### config.mk
export PLATFORM = sky130hd
export DESIGN_NAME = sobel_nms_stream
export DESIGN_NICKNAME = d
export VERILOG_FILES = /design/src/rtl/sobel_pkg.sv /design/src/rtl/tap_delay.sv /design/src/rtl/win3x3.sv /design/src/rtl/raster_pos.sv /design/src/rtl/grad_dir.sv /design/src/rtl/sobel_nms_stream.sv
export SDC_FILE = /design/constraint.sdc
export NUM_CORES = 1
export LEC_CHECK = 0
export BUFFER_PORTS_ARGS = -buffer_cell sky130_fd_sc_hd__buf_4
export CELL_PAD_IN_SITES_DETAIL_PLACEMENT = 1
export CELL_PAD_IN_SITES_GLOBAL_PLACEMENT = 1
export CORE_MARGIN = 3
export CORE_UTILIZATION = 54
export DETAILED_ROUTE_END_ITERATION = 10
export PLACE_DENSITY_LB_ADDON = 0.1
export SLEW_MARGIN = 20
export SYNTH_ARGS = -nofsm -noshare
export SYNTH_HDL_FRONTEND = slang
export SYNTH_HIERARCHICAL = 1
export SYNTH_SLANG_ARGS = --single-unit
export TNS_END_PERCENT = 30
### constraint.sdc
create_clock -name clk -period 8.9 [get_ports clk]
set_input_delay 0.89 -clock clk [delete_from_list [all_inputs] [get_ports clk]]
set_output_delay 0.89 -clock clk [all_outputs]
set_load 0.01 [all_outputs]
### src/rtl/sobel_pkg.sv
package sobel_pkg;
    // Quantized gradient direction bins.
    typedef enum logic [1:0] {
        DIR_HORZ      = 2'd0,
        DIR_DIAG_SAME = 2'd1,
        DIR_VERT      = 2'd2,
        DIR_DIAG_OPP  = 2'd3
    } grad_dir_e;
endpackage

### src/rtl/tap_delay.sv
module tap_delay #(
    parameter int DW    = 8,
    parameter int DEPTH = 4
) (
    input  logic          clk,
    input  logic          rst_n,
    input  logic [DW-1:0] din,
    output logic [DW-1:0] dout
);
    logic [DW-1:0] sr [DEPTH];

    always_ff @(posedge clk or negedge rst_n) begin
        if (!rst_n) begin
            for (int i = 0; i < DEPTH; i++) sr[i] <= '0;
        end else begin
            sr[0] <= din;
            for (int i = 1; i < DEPTH; i++) sr[i] <= sr[i-1];
        end
    end

    assign dout = sr[DEPTH-1];
endmodule

### src/rtl/win3x3.sv
module win3x3 #(
    parameter int DW     = 8,
    parameter int LINE_W = 16
) (
    input  logic                      clk,
    input  logic                      rst_n,
    input  logic [DW-1:0]             din,
    output logic [2:0][2:0][DW-1:0]   win
);
    localparam int ROWS = 3;

    logic [DW-1:0] line1, line2;
    logic [DW-1:0] row_s [ROWS];
    logic [DW-1:0] t1 [ROWS];
    logic [DW-1:0] t2 [ROWS];

    tap_delay #(.DW(DW), .DEPTH(LINE_W)) u_line1 (
        .clk(clk), .rst_n(rst_n), .din(din), .dout(line1)
    );
    tap_delay #(.DW(DW), .DEPTH(LINE_W)) u_line2 (
        .clk(clk), .rst_n(rst_n), .din(line1), .dout(line2)
    );

    // Row 0 is the oldest line (top), row 2 the newest (bottom).
    assign row_s[0] = line2;
    assign row_s[1] = line1;
    assign row_s[2] = din;

    always_ff @(posedge clk or negedge rst_n) begin
        if (!rst_n) begin
            for (int g = 0; g < ROWS; g++) begin
                t1[g] <= '0;
                t2[g] <= '0;
            end
        end else begin
            for (int g = 0; g < ROWS; g++) begin
                t1[g] <= row_s[g];
                t2[g] <= t1[g];
            end
        end
    end

    // Column 0 is the oldest sample (left), column 2 the newest (right).
    always_comb begin
        for (int g = 0; g < ROWS; g++) win[g] = {row_s[g], t1[g], t2[g]};
    end
endmodule

### src/rtl/raster_pos.sv
module raster_pos #(
    parameter int LINE_W  = 16,
    parameter int FRAME_H = 12
) (
    input  logic clk,
    input  logic rst_n,
    input  logic adv,
    output logic on_border
);
    localparam int CW = (LINE_W  > 1) ? $clog2(LINE_W)  : 1;
    localparam int RW = (FRAME_H > 1) ? $clog2(FRAME_H) : 1;
    localparam logic [CW-1:0] COL_LAST = CW'(LINE_W - 1);
    localparam logic [RW-1:0] ROW_LAST = RW'(FRAME_H - 1);

    logic [CW-1:0] col;
    logic [RW-1:0] row;

    always_ff @(posedge clk or negedge rst_n) begin
        if (!rst_n) begin
            col <= '0;
            row <= '0;
        end else if (adv) begin
            if (col == COL_LAST) begin
                col <= '0;
                row <= (row == ROW_LAST) ? '0 : row + 1'b1;
            end else begin
                col <= col + 1'b1;
            end
        end
    end

    assign on_border = (col == '0) || (col == COL_LAST) ||
                       (row == '0) || (row == ROW_LAST);
endmodule

### src/rtl/grad_dir.sv
module grad_dir
    import sobel_pkg::*;
#(
    parameter int PIX_W = 8
) (
    input  logic [2:0][2:0][PIX_W-1:0] win,
    output logic [PIX_W-1:0]           mag,
    output grad_dir_e                  dir
);
    localparam int GW = PIX_W + 4;
    localparam int SW = GW + 1;

    function automatic logic signed [GW-1:0] ext(input logic [PIX_W-1:0] v);
        return $signed({4'd0, v});
    endfunction

    logic signed [GW-1:0] col_l, col_r, row_t, row_b, ox, oy;
    logic [GW-1:0] ax, ay;
    logic [SW-1:0] sum;

    always_comb begin
        col_l = ext(win[0][0]) + ext(win[1][0]) + ext(win[1][0]) + ext(win[2][0]);
        col_r = ext(win[0][2]) + ext(win[1][2]) + ext(win[1][2]) + ext(win[2][2]);
        row_t = ext(win[0][0]) + ext(win[0][1]) + ext(win[0][1]) + ext(win[0][2]);
        row_b = ext(win[2][0]) + ext(win[2][1]) + ext(win[2][1]) + ext(win[2][2]);
        ox    = col_r - col_l;
        oy    = row_b - row_t;
        ax    = ox[GW-1] ? $unsigned(-ox) : $unsigned(ox);
        ay    = oy[GW-1] ? $unsigned(-oy) : $unsigned(oy);
        sum   = {1'b0, ax} + {1'b0, ay};
        mag   = (|sum[SW-1:PIX_W]) ? '1 : sum[PIX_W-1:0];

        if ({ay, 1'b0} < {1'b0, ax})
            dir = DIR_HORZ;
        else if ({ax, 1'b0} < {1'b0, ay})
            dir = DIR_VERT;
        else if (ox[GW-1] == oy[GW-1])
            dir = DIR_DIAG_SAME;
        else
            dir = DIR_DIAG_OPP;
    end
endmodule

### src/rtl/sobel_nms_stream.sv
module sobel_nms_stream
    import sobel_pkg::*;
#(
    parameter int PIX_W   = 8,
    parameter int LINE_W  = 16,
    parameter int FRAME_H = 12
) (
    input  logic             clk,
    input  logic             rst_n,
    input  logic             in_valid,
    input  logic [PIX_W-1:0] in_pix,
    output logic             out_valid,
    output logic [PIX_W-1:0] mag_out
);
    localparam int CTR_DLY = LINE_W + 1;   // newest tap to window centre
    localparam int SD_W    = 3;            // valid + direction code

    // Stage 0: input capture, invalid cycles enter as zero.
    logic [PIX_W-1:0] p0;
    logic             v0;

    always_ff @(posedge clk or negedge rst_n) begin
        if (!rst_n) begin
            p0 <= '0;
            v0 <= 1'b0;
        end else begin
            p0 <= in_valid ? in_pix : '0;
            v0 <= in_valid;
        end
    end

    // Stage 1: pixel window, gradient, border masking.
    logic [2:0][2:0][PIX_W-1:0] pix_win;
    logic             vc, c_edge;
    logic [PIX_W-1:0] g_mag;
    grad_dir_e        g_dir;

    win3x3 #(.DW(PIX_W), .LINE_W(LINE_W)) u_pix_win (
        .clk(clk), .rst_n(rst_n), .din(p0), .win(pix_win)
    );
    tap_delay #(.DW(1), .DEPTH(CTR_DLY)) u_vc_dly (
        .clk(clk), .rst_n(rst_n), .din(v0), .dout(vc)
    );
    raster_pos #(.LINE_W(LINE_W), .FRAME_H(FRAME_H)) u_grad_pos (
        .clk(clk), .rst_n(rst_n), .adv(vc), .on_border(c_edge)
    );
    grad_dir #(.PIX_W(PIX_W)) u_grad (
        .win(pix_win), .mag(g_mag), .dir(g_dir)
    );

    logic [PIX_W-1:0] mag1;
    grad_dir_e        dir1;
    logic             v1;

    always_ff @(posedge clk or negedge rst_n) begin
        if (!rst_n) begin
            mag1 <= '0;
            dir1 <= DIR_HORZ;
            v1   <= 1'b0;
        end else begin
            mag1 <= (vc && !c_edge) ? g_mag : '0;
            dir1 <= g_dir;
            v1   <= vc;
        end
    end

    // Stage 2: strength window, direction aligned to its centre.
    logic [2:0][2:0][PIX_W-1:0] mag_win;
    logic [SD_W-1:0] sd_in, sd_out;
    logic            v2, n_edge;
    grad_dir_e       dir2;

    win3x3 #(.DW(PIX_W), .LINE_W(LINE_W)) u_mag_win (
        .clk(clk), .rst_n(rst_n), .din(mag1), .win(mag_win)
    );

    assign sd_in = {v1, dir1};
    tap_delay #(.DW(SD_W), .DEPTH(CTR_DLY)) u_sd_dly (
        .clk(clk), .rst_n(rst_n), .din(sd_in), .dout(sd_out)
    );
    assign v2   = sd_out[2];
    assign dir2 = grad_dir_e'(sd_out[1:0]);

    raster_pos #(.LINE_W(LINE_W), .FRAME_H(FRAME_H)) u_nms_pos (
        .clk(clk), .rst_n(rst_n), .adv(v2), .on_border(n_edge)
    );

    logic [PIX_W-1:0] centre, nb_a, nb_b;
    logic             keep;

    always_comb begin
        centre = mag_win[1][1];
        unique case (dir2)
            DIR_HORZ:      begin nb_a = mag_win[1][0]; nb_b = mag_win[1][2]; end
            DIR_VERT:      begin nb_a = mag_win[0][1]; nb_b = mag_win[2][1]; end
            DIR_DIAG_SAME: begin nb_a = mag_win[0][0]; nb_b = mag_win[2][2]; end
            DIR_DIAG_OPP:  begin nb_a = mag_win[0][2]; nb_b = mag_win[2][0]; end
            default:       begin nb_a = '0;            nb_b = '0;            end
        endcase
        keep = (centre >= nb_a) && (centre >= nb_b);
    end

    always_ff @(posedge clk or negedge rst_n) begin
        if (!rst_n) begin
            out_valid <= 1'b0;
            mag_out   <= '0;
        end else begin
            out_valid <= v2;
            mag_out   <= (v2 && !n_edge && keep) ? centre : '0;
        end
    end
endmodule

==> flow_summary.yaml <==
drt:
  via_count: 11410
  drt_iter0_markers: 594
  dr.pass1.iters: 4
  drc: 0
  viasPerCell: 5.226
  wl_um: 48580
  wl_per_cell_um: 22.24
  ant_nets: 0
timing:
  fmax_mhz: 132.6
  timing.hold.ws_ns: 0.3345
  setup_ws_ns: 1.357
  hold_viol_final: 0
  worst_pin_slew_ns: 0.9900
  final.setup.tns_ns: 0
  slew_headroom_pct: 34.00
  period_minus_slack_ns: 7.543
  rsz0062_at_grt: "false"
  slew_violations: 0
  post-route-period-util_pct: 84.76
  skew_ns: 0.02204
  setup_violations: 0
worst_setup_path:
  path_class: "reg -> reg"
  crit_path_start_kind: "flop"
  cp_slowest_cell: "nor3_1"
  r2r_slack_ns: 1.36
  required_ns: 9.39
  path_max_fanout: 11
  rr_worst_depth: 30
  slowest_delay_ns: 0.71
  cp-end-kind: "flop"
  cp_data_arrival_time_ns: 8.04
yosys:
  synth_area_um2: 24430
  synth_ff_type: "dfrtp_1"
  synthXorXnorAreaFrac_pct: 2.755
  synthCells: 1509
  synth.distinct_cells: 70
  yosys.area_share.simple_pct: 4.174
  ys_seq_area_share_pct: 73.85
  ys_ff_latch: 721
  synth-async-reset-ratio_pct: 100.0
  synth_top_family_by_area: "adder cells"
  synthAdderAreaFrac_pct: 8.942
  synth_edf_count: 0
  synth_compound_area_share_pct: 4.968
  syn-num-nets: 1673
  syn_area_per_cell_um2: 16.19
  muxShareOfSynthArea_pct: 2.043
  yosys_warnings: 6
floorplanning:
  chipHeight_um: 218.7
  rows: 77
  die_w_um: 218.7
  dieArea_um2: 47830
  core_area_um2: 44410
  io_pins: 20
  start_util_pct: 55.01
clock_network:
  cts_sinks: 721
  htreeDepth: 3
  clk_latency_ns: 0.61
  clkTransAtPathRegs_ns: 0.06
  cts_tree: "done"
  ctsHoldBuffers: 0
  cts_resized: 0
  post_cts.repair.setup_buffers: 0
  cts.root.buffer_cell: "clkbuf_16"
  cts_buffers: 71
  cts_buffer_depth: 3
finish:
  layout.nets: 1709
  num_antenna_cells: 0
  drive_gt1_share_pct: 9.736
  multiInputGateArea_um2: 5590
  regArea_um2: 18040
  final_cells: 2184
  area_growth_pct: 11.87
  fill_cells: 3874
  finalCoreUtilization_pct: 61.53
power:
  pwr-share-comb_pct: 34.2
  p_leak_nw: 13.74
  seq_power_share_pct: 37.2
  power_density_nw_per_um2: 389.6
  p_int_w: 0.006963
  ir_drop_v: 0.0002890
  power_switching_share_pct: 34.60
  p_switching_w: 0.003683
  clockPowerShare_pct: 28.6
placement:
  gp_congestion: 0.7904
  dp_hpwl_um: 27120
  dp.cells: 2063
  port_buffers: 19
  dp_slack_ns: 1.536
global_route:
  grt_pass1_vias: 13540
  grt_overflow: 0
  grt_max_degree: 202
  antenna_found_initial: 2
  track_usage_pct: 21.87
  grt_pass1_wl_um: 78580
worst_hold_path:
  hp-class: "reg -> reg"
  hold_depth: 0
job:
  cap_viol_max_count: 0
run_status:
  status: "finished, final reports clean"
-- metrics by stage --
stage	total power (W)	cell area [um2]
after floorplan	0.006587	24430
after global placement	0.007326	24940
after CTS	0.01077	27300
final	0.01065	27330
after global routing	0.01139	27330
after detailed placement	0.007515	24940
-- synth_stat cells, types with 12 or more instances --
| library cell | n | share of area, % |
|---|---|---|
| xnor2_1 | 45 | 1.6 |
| a21oi_1 | 51 | 1.0 |
| ha_1 | 117 | 6.0 |
| buf_4 | 51 | 1.6 |
| o21bai_1 | 14 | 0.43 |
| inv_1 | 90 | 1.4 |
| and2_1 | 19 | 0.49 |
| o21ai_0 | 34 | 0.70 |
| nor2_1 | 54 | 0.83 |
| a21o_1 | 24 | 0.74 |
| xor2_1 | 30 | 1.1 |
| a211oi_1 | 16 | 0.49 |
| mux4_1 | 12 | 1.3 |
| nand2_1 | 47 | 0.72 |
| fa_1 | 36 | 2.9 |
| dfrtp_1 | 721 | 74 |
| nand3_1 | 12 | 0.25 |
-- worst max-delay path, delay by kind of cell, from the launching register on --
family / cells / cell delay (ns)
adder cells (fa/ha/maj): 6 / 2.48
buffers and inverters: 4 / 0.42
AO/OA/AOI/OAI: 11 / 2.22
multiplexers: 2 / 0.40
flip-flops: 1 / 0.41
XOR/XNOR: 1 / 0.17
AND/OR/NAND/NOR: 6 / 1.33
-- routing by layer --
layer / global-route usage (%) / vias up / share of wire [%]
li1: - / 5054 / -
met1: 27.36 / 6101 / 41
met2: 38.71 / 164 / 53
met3: 4.088 / 95 / 2.8
met4: 7.302 / 0 / 3.0
met5: 0 / - / 0
-- state kept, by name, indices dropped and copies added, names as in the netlist, 8 cells and up --
name	cells
u_mag_win/u_line1/sr	120
u_mag_win/u_line2/sr	120
u_pix_win/u_line1/sr	120
u_pix_win/u_line2/sr	120
u_mag_win/win	48
u_pix_win/win	48
u_sd_dly/sr	48
u_vc_dly/sr	16
mag1	8
mag_out	8
p0	8
u_mag_win/u_line1/dout	8
u_mag_win/u_line2/dout	8
u_pix_win/u_line1/dout	8
u_pix_win/u_line2/dout	8
-- power by group through the flow --
stage / logic [W] / registers (W) / clock network [W]
after floorplan: 0.00273 / 0.00385 / 0
after global routing: 0.00409 / 0.00401 / 0.00329
after CTS: 0.00366 / 0.00397 / 0.00314
after global placement: 0.00337 / 0.00396 / 0
after detailed placement: 0.00352 / 0.00399 / 0
final: 0.00364 / 0.00396 / 0.00305
-- placed cells by master (no fill, tap or decap), types with 34 or more instances in the layout --
cell type	synthesis	final
o21ai_0	34	34
nand2_1	47	47
dfrtp_1	721	721
a21oi_1	51	51
inv_1	90	90
fa_1	36	36
nor2_1	54	54
ha_1	117	117
clkbuf_16	0	73
xnor2_1	45	45
-- worst paths after layout --
check / endpoint / start
setup / recovery: mag1[4]$_DFF_PN0_ / u_pix_win/u_line2/dout[1]$_DFF_PN0_
hold / removal: u_pix_win/u_line2/sr[43]$_DFF_PN0_ / u_pix_win/u_line2/sr[51]$_DFF_PN0_
setup reg to reg: mag1[4]$_DFF_PN0_ / u_pix_win/u_line2/dout[1]$_DFF_PN0_
hold reg to reg: u_pix_win/u_line2/sr[43]$_DFF_PN0_ / u_pix_win/u_line2/sr[51]$_DFF_PN0_
max in group asynchronous: u_pix_win/u_line2/sr[110]$_DFF_PN0_ / rst_n
min in group asynchronous: out_valid$_DFF_PN0_ / rst_n
-- layout make-up --
cell class	count	area share, %
Tap cell	592	2.710
Multi-Input combinational cell	635	20.46
Clock inverter	21	0.9660
Clock buffer	99	7.664
Inverter	90	1.236
Timing Repair Buffer	26	0.9523
Sequential cell	721	66.02
-- kinds of logic (layout without fill, tap and decap cells) --
group | count (synthesis) | count (layout)
and+or+nand+nor | 196 | 196
DFF | 721 | 721
adders and majority gates | 153 | 153
AOI/OAI and AO/OA | 185 | 185
xor gates and xnor gates | 76 | 76
buffers and inverters | 153 | 236
muxes | 25 | 25
Note: power is estimated with default switching activity, not from simulation.
